<file path="src/rtl/pdseq_pkg.sv">
// Shared types and code tables for the power-down sequencer.
// Assumes time is counted in half-millisecond ticks.
package pdseq_pkg;

    typedef enum logic {ST_IDLE, ST_RUN} seq_state_t;

    // Duration in ticks for a 2-bit duration code.
    function automatic logic [7:0] dur_ticks(input logic [1:0] code);
        case (code)
            2'd0:    dur_ticks = 8'd0;
            2'd1:    dur_ticks = 8'd3;
            2'd2:    dur_ticks = 8'd6;
            default: dur_ticks = 8'd20;
        endcase
    endfunction

    // Discharge timeout: eight times the duration, 24 ticks for a zero slot.
    function automatic logic [7:0] tmo_ticks(input logic [1:0] code);
        tmo_ticks = (code == 2'd0) ? 8'd24 : 8'(dur_ticks(code) << 3);
    endfunction

    // Codes beyond the last slot fold onto the last slot.
    function automatic int slot_of(input logic [3:0] code, input int n_slot);
        slot_of = (int'(code) >= n_slot) ? n_slot - 1 : int'(code);
    endfunction

endpackage

</file>
<file path="src/rtl/pdseq_timer.sv">
// Tick counter for the current slot.
// Assumes clr and tick are synchronous; the count saturates at all-ones.
module pdseq_timer #(
    parameter int CNT_W = 8
) (
    input  logic             clk,
    input  logic             rst_n,
    input  logic             clr,
    input  logic             tick,
    output logic [CNT_W-1:0] cnt
);

    // Restart on clr, otherwise count ticks up to saturation.
    always_ff @(posedge clk) begin
        if (!rst_n || clr)
            cnt <= '0;
        else if (tick && cnt != '1)
            cnt <= cnt + 1'b1;
    end

endmodule

</file>
<file path="src/rtl/pdseq_decode.sv">
// Turns the per-output slot codes into masks: the outputs that belong to
// the current slot, and the rails that were disabled in the slot before it.
// Assumes rails occupy the lowest N_RAIL output positions.
module pdseq_decode #(
    parameter int N_OUT  = 6,
    parameter int N_RAIL = 4,
    parameter int N_SLOT = 8,
    parameter int IDX_W  = 4
) (
    input  logic [4*N_OUT-1:0] slot_code,
    input  logic [IDX_W-1:0]   slot_idx,
    output logic [N_OUT-1:0]   cur_mask,
    output logic [N_RAIL-1:0]  prev_mask
);

    for (genvar g = 0; g < N_OUT; g++) begin : g_out
        // Output g belongs to the slot that is running now.
        assign cur_mask[g] =
            (pdseq_pkg::slot_of(slot_code[4*g +: 4], N_SLOT) == int'(slot_idx));
    end

    for (genvar r = 0; r < N_RAIL; r++) begin : g_rail
        // Rail r was switched off in the slot just before this one.
        assign prev_mask[r] =
            (pdseq_pkg::slot_of(slot_code[4*r +: 4], N_SLOT) + 1 == int'(slot_idx));
    end

endmodule

</file>
<file path="src/rtl/pdseq_gate.sv">
// Discharge gate. The slot may close when no rail from the previous slot
// with discharge enabled is still high, or when bypass is set. Also reports
// which of those rails are still high, whatever their discharge setting.
module pdseq_gate #(
    parameter int N_RAIL = 4
) (
    input  logic [N_RAIL-1:0] prev_mask,
    input  logic [N_RAIL-1:0] dis_en,
    input  logic [N_RAIL-1:0] rail_low,
    input  logic              bypass,
    output logic              gate_ok,
    output logic [N_RAIL-1:0] stuck
);

    // Rails of the previous slot that have not discharged yet.
    assign stuck   = prev_mask & ~rail_low;
    // Only rails with active discharge may hold the slot open.
    assign gate_ok = bypass || ((stuck & dis_en) == '0);

endmodule

</file>
<file path="src/rtl/pwrdn_slot_seq.sv">
// Slot-based power-down sequencer, top level.
// Walks slots 0..N_SLOT-1 plus a tail phase. Each slot ends once its
// duration has elapsed and the rails from the previous slot have discharged
// or timed out. Assumes tick pulses once per half millisecond.
module pwrdn_slot_seq #(
    parameter int N_OUT  = 6,
    parameter int N_RAIL = 4,
    parameter int N_SLOT = 8,
    parameter int CNT_W  = 8
) (
    input  logic                clk,
    input  logic                rst_n,
    input  logic                tick,
    input  logic                start,
    input  logic [4*N_OUT-1:0]  slot_code,
    input  logic [2*N_SLOT-1:0] dur_code,
    input  logic [N_RAIL-1:0]   dis_en,
    input  logic [N_RAIL-1:0]   rail_low,
    input  logic                bypass,
    output logic [N_OUT-1:0]    out_en,
    output logic [N_RAIL-1:0]   rv_flag,
    output logic                done
);
    import pdseq_pkg::*;

    localparam int IDX_W = $clog2(N_SLOT + 1);

    seq_state_t        st;
    logic [IDX_W-1:0]  slot_idx;
    logic [CNT_W-1:0]  cnt;
    logic [N_OUT-1:0]  cur_mask;
    logic [N_RAIL-1:0] prev_mask;
    logic [N_RAIL-1:0] stuck;
    logic              gate_ok;
    logic [1:0]        cur_code;
    logic              in_slot;
    logic              dur_met;
    logic              tmo_met;
    logic              slot_end;
    logic              go;

    // Duration code of the running slot; the tail phase uses code 0.
    always_comb begin
        in_slot  = (int'(slot_idx) < N_SLOT);
        cur_code = in_slot ? dur_code[2*int'(slot_idx) +: 2] : 2'd0;
    end

    assign dur_met  = (cnt >= CNT_W'(dur_ticks(cur_code)));
    assign tmo_met  = (cnt >= CNT_W'(tmo_ticks(cur_code)));
    assign slot_end = (st == ST_RUN) && dur_met && (gate_ok || tmo_met);
    assign go       = (st == ST_IDLE) && start;

    pdseq_timer #(.CNT_W(CNT_W)) u_timer (
        .clk   (clk),
        .rst_n (rst_n),
        .clr   (go || slot_end),
        .tick  (tick),
        .cnt   (cnt)
    );

    pdseq_decode #(
        .N_OUT  (N_OUT),
        .N_RAIL (N_RAIL),
        .N_SLOT (N_SLOT),
        .IDX_W  (IDX_W)
    ) u_decode (
        .slot_code (slot_code),
        .slot_idx  (slot_idx),
        .cur_mask  (cur_mask),
        .prev_mask (prev_mask)
    );

    pdseq_gate #(.N_RAIL(N_RAIL)) u_gate (
        .prev_mask (prev_mask),
        .dis_en    (dis_en),
        .rail_low  (rail_low),
        .bypass    (bypass),
        .gate_ok   (gate_ok),
        .stuck     (stuck)
    );

    // Sequence state and slot index.
    always_ff @(posedge clk) begin
        if (!rst_n) begin
            st       <= ST_IDLE;
            slot_idx <= '0;
        end else if (go) begin
            st       <= ST_RUN;
            slot_idx <= '0;
        end else if (slot_end) begin
            if (in_slot)
                slot_idx <= slot_idx + 1'b1;
            else
                st <= ST_IDLE;
        end
    end

    // Drop the enables of the closing slot and collect residual-voltage flags.
    always_ff @(posedge clk) begin
        if (!rst_n) begin
            out_en  <= '1;
            rv_flag <= '0;
            done    <= 1'b0;
        end else begin
            done <= slot_end && !in_slot;
            if (slot_end) begin
                rv_flag <= rv_flag | stuck;
                if (in_slot)
                    out_en <= out_en & ~cur_mask;
            end
        end
    end

    // enables only ever fall between resets
    a_r11_en_monotonic: assert property (@(posedge clk) disable iff (!rst_n)
        (out_en & ~$past(out_en)) == '0);

    // residual flags are sticky
    a_r8_rv_sticky: assert property (@(posedge clk) disable iff (!rst_n)
        ($past(rv_flag) & ~rv_flag) == '0);

    // done lasts one cycle
    a_r9_done_pulse: assert property (@(posedge clk) disable iff (!rst_n)
        done |=> !done);

    // no output changes before the slot duration has elapsed
    a_r3_hold_duration: assert property (@(posedge clk) disable iff (!rst_n)
        (st == ST_RUN && !dur_met) |=> $stable(out_en) && $stable(slot_idx));

    // a held slot keeps every enable until release or timeout
    a_r4_gate_hold: assert property (@(posedge clk) disable iff (!rst_n)
        (st == ST_RUN && !gate_ok && !tmo_met) |=> $stable(out_en));

    // start while running leaves the slot index unchanged
    a_r10_start_ignored: assert property (@(posedge clk) disable iff (!rst_n)
        (st == ST_RUN && start && !slot_end) |=> $stable(slot_idx));

endmodule

</file>
<file path="config.mk">
export PLATFORM = sky130hd
export DESIGN_NAME = pwrdn_slot_seq
export DESIGN_NICKNAME = d
export VERILOG_FILES = /design/src/rtl/pdseq_pkg.sv /design/src/rtl/pdseq_timer.sv /design/src/rtl/pdseq_decode.sv /design/src/rtl/pdseq_gate.sv /design/src/rtl/pwrdn_slot_seq.sv
export SDC_FILE = /design/constraint.sdc
export NUM_CORES = 1
export LEC_CHECK = 0
export BUFFER_PORTS_ARGS = -buffer_cell sky130_fd_sc_hd__buf_4
export CORE_UTILIZATION = 52
export CTS_CLUSTER_SIZE = 8
export DETAILED_ROUTE_END_ITERATION = 10
export GPL_ROUTABILITY_DRIVEN = 0
export MAX_ROUTING_LAYER = met4
export PLACE_DENSITY_LB_ADDON = 0.25
export SLEW_MARGIN = 20
export SYNTH_ARGS = -nofsm -noshare
export SYNTH_HDL_FRONTEND = slang
export SYNTH_SLANG_ARGS = --single-unit
</file>
<file path="constraint.sdc">
create_clock -name clk -period 4.85 [get_ports clk]
set_clock_uncertainty 0.05 [all_clocks]
set_input_delay 0.2425 -clock clk [delete_from_list [all_inputs] [get_ports clk]]
set_output_delay 0.2425 -clock clk [all_outputs]
set_load 0.005 [all_outputs]
</file>
==> out/metrics.cfg, run 1 <==
[status]
outcome=complete, no violations

[synth]
yosysMostFrequentCell=nor2_1
yosysTopAreaCell=dfxtp_1
synth_edf_count=0
synth.avg_cell_area_um2=8.62
synthTopCellsByCount=nor2_1, dfxtp_1, xor2_1, ha_1, inv_1
synth_top_area_share=0.229
synth_cell_type_count=43
synth_ff_type=dfxtp_1
syn_nets=317
syn_area_um2=2090
postSynth.asyncResetShare=0
seq_area_frac_synth=0.229
synthCells=243
synthTopCellsByArea=dfxtp_1, ha_1, xor2_1, nor2_1, xnor2_1
yosys_warnings=0
ys_seq_elements=24

[floorplanning]
num_io_pins=64
die_width_um=65.5
initial_utilization=0.555
die_area_um2=4290
rows=22
die_y_um=65.5
coreArea_um2=3770

[power]
peakVddDrop_mv=0.121
power_density_nw_per_um2=174
intPower_uw=327
switching_share=0.286
p_leak_uw=0.00124
seqPwrFrac=0.440
p_sw_uw=131
clockPowerShare=0.269
p_total_uw=458
comb_power_share=0.290

[setup_path]
critPathArrivalTime_ns=3.93
critPathLaunchType=register
cp_slowest_cell=dfxtp_1
end_kind=register
ff2ff_setup_slack_ns=1.03
path_cells=nand2b_1 > a21o_1 > inv_1 > ha_1 > or2_2 > ha_1 > nand3b_1 > a21boi_1 > o21a_1 > o31ai_2 > a211oi_2 > nand2b_1 > nor2_1
crit_fanout=19
crit_type=register to register
max_stage_delay_ns=0.96
cp.required_ns=4.96

[detailed_routing]
vias_per_cell=5.33
avgRoutedWirePerCell_um=13.2
drtIter0Drc=104
drtPass1Iterations=4
ant_nets=0
routed_wl_um=4600
vias=1860
drcViolationCount=0

[cts]
cts-htree-levels=1
post_cts_buffers=0
cts_buffers=3
cts_tree=built
worst_skew_pair.late_latency_ns=0.27
cts_sinks=24
clockBufferDepth=2
cts_resized=0
path_clk_slew_ns=0.09
cts-root-buf=clkbuf_8
hold_buffers=0

[finish]
nets=377
post-route-util=0.697
n_antenna_cell=0
finish.instance_area_um2=2630
drive_gt1_frac=0.286
area_growth_pct=25.5
num-fill-cells=328

[grt]
grt_pass1_wl_um=7610
first_global_vias=1746
gr-usage-all-layers=0.239
antenna_found_initial=0
grt_max_degree=21
grt-ovfl-total=0

[placed_design]
portBuffers=63
dp_hpwl_um=3700
place_area_um2=2590

[min_path]
hp-class=primary input to register

[timing]
fin_crit_ns=3.82
finalHoldViolCount=0
tightest_slew_ns=0.954
relSlewSlack=0.363
finalMaxSlewViolations=0
fmax_mhz=262
setup_viol=0
setup_tns_ns=0
fin_crit_sh=0.788
rsz0062_at_grt=false

[run]
drv_cap=0

cells in the final DEF, fill, tap and decap left out, drive strengths merged, types with 6 or more instances in the layout:
master and n:
inv 18, nand2b 6, xor2 24, buf 65, nand2 14, xnor2 15, dfxtp 24, nand4 7
ha 21, nor2b 6, or2 6, nor2 26, a21oi 12
path summary, 6_finish.rpt:
kind,start,endpoint,cells past startpoint
hold / removal,start,st$_SDFFE_PN0P_,3
hold reg to reg,out_en[2]$_SDFFE_PN1P_,out_en[2]$_SDFFE_PN1P_,2
setup / recovery,slot_idx[2]$_SDFFE_PP0P_,u_timer.cnt[4]$_SDFFE_PP0P_,13
setup reg to reg,slot_idx[2]$_SDFFE_PP0P_,u_timer.cnt[4]$_SDFFE_PP0P_,13
routing by layer:
| metal | share of wire | up-vias | global-route usage |
|---|---|---|---|
| met5 | 0 | - | - |
| met4 | 0.0091 | 0 | 0.0625 |
| met3 | 0.041 | 5 | 0.0347 |
| met2 | 0.51 | 41 | 0.429 |
| met1 | 0.44 | 857 | 0.275 |
| li1 | - | 957 | - |
sequential cells by signal, summed over array words and instances, names as in the netlist:
register     count
done             1
st               1
slot_idx         4
out_en           6
rv_flag          4
u_timer.cnt      8
critical path: cells and delay by family, from the launching register on:
family,cells,cell delay (ns)
AOI/OAI and AO/OA,5,1.08
adders and majority gates,2,0.48
buffers and inverters,1,0.10
DFF,1,0.96
and+or+nand+nor,5,1.04
final cells by class:
class / count / area [µm²] / share of cell area
clock buffer: 3 / 41.3 / 0.0157
timing repair buffer: 65 / 488 / 0.186
tap: 48 / 60.1 / 0.0228
multi-input combinational: 191 / 1490 / 0.567
sequential: 24 / 480 / 0.183
inverter: 18 / 67.6 / 0.0257
power by group through the flow:
stage          clock network [µW]  logic [µW]  registers (µW)
2_1_floorplan                   0        83.4             205
3_3_place_gp                    0         129             206
3_5_place_dp                    0         133             206
4_1_cts                       126         134             202
5_1_grt                       130         148             202
6_report                      123         133             202
cells by family (layout without fill, tap and decap cells):
logic type               count (synthesis)  in the layout  share of synthesized area
flip-flops                              24             24                      0.229
adder cells (fa/ha/maj)                 21             21                      0.125
multiplexers                             5              5                     0.0478
AND/OR/NAND/NOR                         85             85                      0.212
XOR/XNOR                                39             39                      0.177
AO/OA/AOI/OAI                           41             41                      0.149
buffers and inverters                   28             86                     0.0585
stage by stage:
stage                     hold WS [ns]  std cells  setup WS [ns]
final                            0.208        349           1.03
after detailed placement         0.391        346           1.06
after global routing             0.261        349          0.722
after floorplan                  0.371        243           1.10
after global placement           0.392        346           1.17
after CTS                        0.206        349           1.03
No activity file was read; power rests on OpenSTA's default activity.
==> run 2: changes to the inputs <==
--- a/config.mk
+++ b/config.mk
@@ -5,8 +5,9 @@
 export SDC_FILE = /design/constraint.sdc
 export NUM_CORES = 1
 export LEC_CHECK = 0
+export ABC_AREA = 1
 export BUFFER_PORTS_ARGS = -buffer_cell sky130_fd_sc_hd__buf_4
-export CORE_UTILIZATION = 52
+export CORE_UTILIZATION = 47
 export CTS_CLUSTER_SIZE = 8
 export DETAILED_ROUTE_END_ITERATION = 10
 export GPL_ROUTABILITY_DRIVEN = 0
==> constraint.sdc (replaced) <==
create_clock -name clk -period 3.5 [get_ports clk]
set_clock_uncertainty 0.05 [all_clocks]
set_input_delay 0.175 -clock clk [delete_from_list [all_inputs] [get_ports clk]]
set_output_delay 0.175 -clock clk [all_outputs]
set_load 0.005 [all_outputs]
==> run 2 against run 1 <==
Against the previous run: global-route usage is 0.13 points higher; clock power is 55% higher; critical path depth is 3 higher; critical path type unchanged; count of clock-buffer cells in the layout is 1 higher; via count is 32% higher; combinational power is 68% higher; cell area is 7.5% higher; register-to-register slack worse by 0.74 ns.
==> out/metrics.cfg, run 2 <==
[setup_path]
rr_endpoint=rv_flag[3]$_SDFFE_PN0P_
ff2ff_setup_slack_ns=0.29
cp.required_ns=3.66
end_kind=register
ff2ff_path_depth=16
critPathArrivalTime_ns=3.36
timing.rr.start=slot_idx[0]$_SDFFE_PP0P_
crit_type=register to register
critPathLaunchType=register
crit_fanout=10

[floorplanning]
die_area_um2=4950
num_io_pins=64
initial_utilization=0.498
die_y_um=70.4
die_width_um=70.4
rows=24
coreArea_um2=4410

[power]
peakVddDrop_mv=0.145
power_density_nw_per_um2=249
p_total_uw=703
p_leak_uw=0.00148

[cts]
hold_buffers=0
path_clk_slew_ns=0.08
cts_sinks=24
clockBufferDepth=2
cts_tree=built
cts_buffers=3
cts-root-buf=clkbuf_8
cts-htree-levels=1
worst_skew_pair.late_latency_ns=0.27

[synth]
synth_top_area_share=0.219
synth.avg_cell_area_um2=6.43
synth_ff_type=dfxtp_1
yosysMostFrequentCell=nand2_1
postSynth.asyncResetShare=0
synthCells=342
syn_nets=416
syn_area_um2=2200
synthTopCellsByArea=dfxtp_1, ha_1, nand2_1, nor2_1, inv_1
synth_edf_count=0
seq_area_frac_synth=0.219
ys_seq_elements=24
yosys_warnings=0
synthTopCellsByCount=nand2_1, nor2_1, inv_1, nand3_1, dfxtp_1
synth_cell_type_count=37
yosysTopAreaCell=dfxtp_1

[finish]
num-fill-cells=411
nets=485
multiInputGateArea_um2=1480
final_common_cell=buf_4
area_growth_pct=28.6
reg_top3=u_timer.cnt: 8 flops, out_en: 6 flops
finish.instance_area_um2=2830
instances_no_fill=462
largest-register=u_timer.cnt
n_antenna_cell=0
layout_common_cells=buf_4, nand2_1, nor2_1, inv_1, nand3_1
largest_reg_flops=8
regArea_um2=482
drive_gt1_frac=0.239

[timing]
finalHoldViolCount=0
fin_hold_ws_ns=0.0950
fin_crit_ns=3.21
relSlewSlack=0.659
setup_tns_ns=0
rsz0062_at_grt=false
tightest_slew_ns=0.509
fin_crit_sh=0.916
setup_viol=0
fmax_mhz=312
finalMaxSlewViolations=0

[min_path]
whs_path_depth=2
hold_start=rst_n
hp-class=primary input to register
worst_hold_path.endpoint=out_en[4]$_SDFFE_PN1P_

[detailed_routing]
ant_nets=0
drtPass1Iterations=4
avgRoutedWirePerCell_um=12.1
drtIter0Drc=109
vias=2464
routed_wl_um=5590
drcViolationCount=0
vias_per_cell=5.33

[status]
outcome=complete, no violations

[placed_design]
dp_hpwl_um=4400
portBuffers=63
placed_cells=454
place_area_um2=2740

[grt]
antenna_found_initial=0
grt_pass1_wl_um=9420
grt-ovfl-total=0
first_global_vias=2203
gr-usage-all-layers=0.240
grt_max_degree=15

[run]
drv_cap=0

run 2: changes by cell type in the layout (fill, tap and decap cells not counted), moves of 5 or more:
| cell | previous run | this run |
|---|---|---|
| inv_1 | 18 | 44 |
| buf_4 | 65 | 75 |
| a21oi_1 | 12 | 17 |
| nand2b_1 | 6 | 0 |
| nand3_1 | 2 | 25 |
| nor2b_1 | 6 | 0 |
| xnor2_1 | 11 | 1 |
| nand4_1 | 7 | 12 |
| o21ai_0 | 3 | 13 |
| xor2_1 | 24 | 11 |
| nand2_1 | 14 | 69 |
| nor2_1 | 26 | 46 |
run 2: metrics by stage:
stage	utilization	worst slack (ns)
after floorplan	-	0.381
after global placement	0.620	0.324
after detailed placement	0.620	0.191
after CTS	0.632	0.147
after global routing	0.640	0.0236
final	0.640	0.295
run 2: cell type report:
type	instances	share of cell area
Inverter	48	0.0637
Multi-Input combinational cell	259	0.524
Sequential cell	24	0.170
Timing Repair Buffer	75	0.199
Tap cell	52	0.0230
Clock buffer	4	0.0195
run 2: what timing repair did:
action                                  4_1_cts  5_1_grt
resized for setup                             0        3
endpoints found under the setup margin        0       24
hold endpoints to repair                      0        0
buffers inserted                              0        4
run 2: report_power, final:
part,switching (µW),internal (µW)
logic,116,107
registers,8.24,280
clock network,90.9,101
total,215,488
run 2: kinds of logic (layout without fill, tap and decap cells):
family          after synthesis  in the layout  share of synthesized area
compound gates               53             53                      0.146
simple gates                173            173                      0.359
fa+ha+maj                    21             21                      0.120
xor+xnor                     12             12                     0.0478
buf+inv                      59            127                      0.109
flops                        24             24                      0.219
run 2: worst max-delay path by stage:
stage                             startpoint                     endpoint  cells after the start
floorplan           slot_idx[0]$_SDFFE_PP0P_       out_en[0]$_SDFFE_PN1P_                     18
global placement    slot_idx[0]$_SDFFE_PP0P_     slot_idx[1]$_SDFFE_PP0P_                     18
detailed placement  slot_idx[0]$_SDFFE_PP0P_  u_timer.cnt[0]$_SDFFE_PP0P_                     17
CTS                 slot_idx[0]$_SDFFE_PP0P_  u_timer.cnt[0]$_SDFFE_PP0P_                     17
global route        slot_idx[0]$_SDFFE_PP0P_  u_timer.cnt[0]$_SDFFE_PP0P_                     17
finish              slot_idx[0]$_SDFFE_PP0P_      rv_flag[3]$_SDFFE_PN0P_                     16
run 2: layer usage:
layer  wire, µm  up-vias  part of all wire  global-route usage
met5          0        -                 0                   -
met4         96        0             0.017              0.0778
met3        303       12             0.054              0.0260
met2       2760       78              0.49               0.410
met1       2420     1110              0.43               0.293
li1           -     1264                 -                   -
run 2: worst max-delay path: stages, from the launching register on:
cell      delay, ns
dfxtp_2        0.38
inv_2          0.09
buf_4          0.18
o21ai_0        0.09
o221ai_1       0.18
o211ai_1       0.22
ha_1           0.34
inv_1          0.04
ha_1           0.27
a21boi_0       0.18
o21ai_0        0.10
a21boi_0       0.19
o21ai_0        0.11
inv_1          0.23
buf_4          0.22
nand3_1        0.12
a21oi_1        0.14
==> run 3: changes to the inputs <==
--- a/config.mk
+++ b/config.mk
@@ -7,7 +7,9 @@
 export LEC_CHECK = 0
 export ABC_AREA = 1
 export BUFFER_PORTS_ARGS = -buffer_cell sky130_fd_sc_hd__buf_4
-export CORE_UTILIZATION = 47
+export CELL_PAD_IN_SITES_DETAIL_PLACEMENT = 0
+export CELL_PAD_IN_SITES_GLOBAL_PLACEMENT = 1
+export CORE_UTILIZATION = 32
 export CTS_CLUSTER_SIZE = 8
 export DETAILED_ROUTE_END_ITERATION = 10
 export GPL_ROUTABILITY_DRIVEN = 0
==> run 3 against run 2 <==
Against the previous run: sequential cell count is the same; register-to-register slack gained 0.07 ns; sequential power is essentially flat; via count shrank 6.0%; critical endpoint is now out_en[5]$_SDFFE_PN1P_.
==> out/metrics.cfg, run 3 (synthesis gave the netlist of run 2 again) <==
[timing]
finalHoldViolCount=0
setup_viol=0
tightest_slew_ns=0.520
fin_hold_ws_ns=0.0987
fmax_mhz=319
fin_crit_ns=3.13
relSlewSlack=0.652
rsz0062_at_grt=false
setup_tns_ns=0
fin_crit_sh=0.895
finalMaxSlewViolations=0

[setup_path]
crit_type=register to register
cp.required_ns=3.62
critical-path-top-delay-family=compound AO/OA/AOI/OAI gates
crit_fanout=14
worst-path-buf-inv=2
critPathLaunchType=register
critPathArrivalTime_ns=3.25
ff2ff_setup_slack_ns=0.37
end_kind=register
max_stage_delay_ns=0.36
ff2ff_path_depth=17
timing.rr.start=slot_idx[1]$_SDFFE_PP0P_
cp_slowest_cell=dfxtp_1
path_cells=inv_2 > buf_4 > o21ai_0 > o221ai_1 > o211ai_1 > ha_1 > or2_2 > ha_1 > nand3_1 > a21boi_0 > o21ai_0 > nand2_1 > a21oi_2 > o21ai_4 > nand3_4 > o21ai_1 > nand2_1
rr_endpoint=out_en[5]$_SDFFE_PN1P_

[detailed_routing]
wl_met2_um=2850
highest_layer=met4
avgRoutedWirePerCell_um=12.2
drtIter0Drc=60
vias=2317
routed_wl_um=5930
ant_nets=0
vias_per_cell=4.79
drcViolationCount=0
wl_met1_um=2830
drtPass1Iterations=6
met3_wirelength_um=200

[floorplanning]
initial_utilization=0.338
die_width_um=84.9
coreArea_um2=6490
num_io_pins=64
rows=29
die_area_um2=7210
die_y_um=84.9

[cts]
worst_skew_pair.late_latency_ns=0.26
clockBufferDepth=2
cts_buffers=3
cts-root-buf=clkbuf_8
cts-htree-levels=1
cts_tree=built
path_clk_slew_ns=0.09
cts_sinks=24

[grt]
first_global_vias=2164
grt_pass1_wl_um=9790
grt-ovfl-total=0
gr-usage-all-layers=0.174
grt_max_degree=15
antenna_found_initial=0

[min_path]
whs_path_depth=2
worst_hold_path.endpoint=out_en[4]$_SDFFE_PN1P_
hp-class=primary input to register
hold_start=rst_n

[power]
clockPowerShare=0.323
seqPwrFrac=0.383
p_sw_uw=212
switching_share=0.282
power_density_nw_per_um2=263
comb_power_share=0.294
peakVddDrop_mv=0.167
p_leak_uw=0.00147
intPower_uw=538

[finish]
largest_reg_flops=8
finish.instance_area_um2=2850
drive_gt1_frac=0.233
final_common_cell=buf_4
layout_common_cells=buf_4, nand2_1, nor2_1, inv_1, nand3_1
area_growth_pct=29.7
nets=482
instances_no_fill=484
largest-register=u_timer.cnt
reg_top3=u_timer.cnt: 8 flops, out_en: 6 flops
n_antenna_cell=0

[status]
outcome=complete, no violations

[placed_design]
dp_hpwl_um=4710
placed_cells=479
place_area_um2=2770
portBuffers=63

[run]
drv_cap=0

==> run 3: cell types whose count changed in the layout (fill, tap and decap cells not counted), sizes merged <==
cell	delta
buf	-3
bufinv	+1
clkbuf	-1
==> run 3: worst reg2reg max path: cells and delay by family, from the launching register on <==
| kind | cells | cell delay (ns) |
|---|---|---|
| DFF | 1 | 0.36 |
| adders and majority gates | 2 | 0.51 |
| and+or+nand+nor | 5 | 0.74 |
| AOI/OAI and AO/OA | 8 | 1.12 |
| buffers and inverters | 2 | 0.27 |
==> run 3: power by group through the flow <==
stage,clock network (µW),registers [µW],logic (µW)
final,242,287,220
after floorplan,0,292,134
after detailed placement,0,294,219
after global placement,0,294,218
after CTS,249,287,220
after global routing,261,289,253
==> run 3: worst max path at each step <==
stage / from / to / slack, ns / cells past startpoint
after floorplan: slot_idx[0]$_SDFFE_PP0P_ / out_en[0]$_SDFFE_PN1P_ / 0.38 / 18
after detailed placement: slot_idx[0]$_SDFFE_PP0P_ / rv_flag[2]$_SDFFE_PN0P_ / 0.20 / 16
after CTS: slot_idx[0]$_SDFFE_PP0P_ / rv_flag[2]$_SDFFE_PN0P_ / 0.17 / 16
after global routing: slot_idx[0]$_SDFFE_PP0P_ / u_timer.cnt[1]$_SDFFE_PP0P_ / 0.006 / 17
after global placement: slot_idx[0]$_SDFFE_PP0P_ / rv_flag[2]$_SDFFE_PN0P_ / 0.32 / 16
final: slot_idx[1]$_SDFFE_PP0P_ / out_en[5]$_SDFFE_PN1P_ / 0.37 / 17
==> run 3: final cells by class <==
class	instances	area, µm²
inverters	48	180
well taps	77	96.3
fillers	704	3640
clock buffers	3	41.3
clock inverters	1	30.0
repair buffers	72	541
multi-input cells	259	1480
flip-flops and latches	24	482
==> run 3: per-layer routing <==
metal,vias up,track usage
met4,0,0.0447
li1,1252,-
met3,4,0.0233
met5,-,-
met2,48,0.296
met1,1013,0.218
==> run 3: what timing repair did <==
action                     CTS  global route
gates resized for setup      0             3
hold buffers                 0             0
buffers inserted             0             1
setup endpoints to repair    0            21
==> run 3: metrics by stage <==
step / worst slack (ns) / util / power, µW
finish: 0.367 / 0.439 / 750
detailed placement: 0.202 / 0.426 / 513
CTS: 0.170 / 0.437 / 757
global route: 0.00622 / 0.439 / 803
floorplan: 0.381 / - / 426
global placement: 0.324 / 0.426 / 512
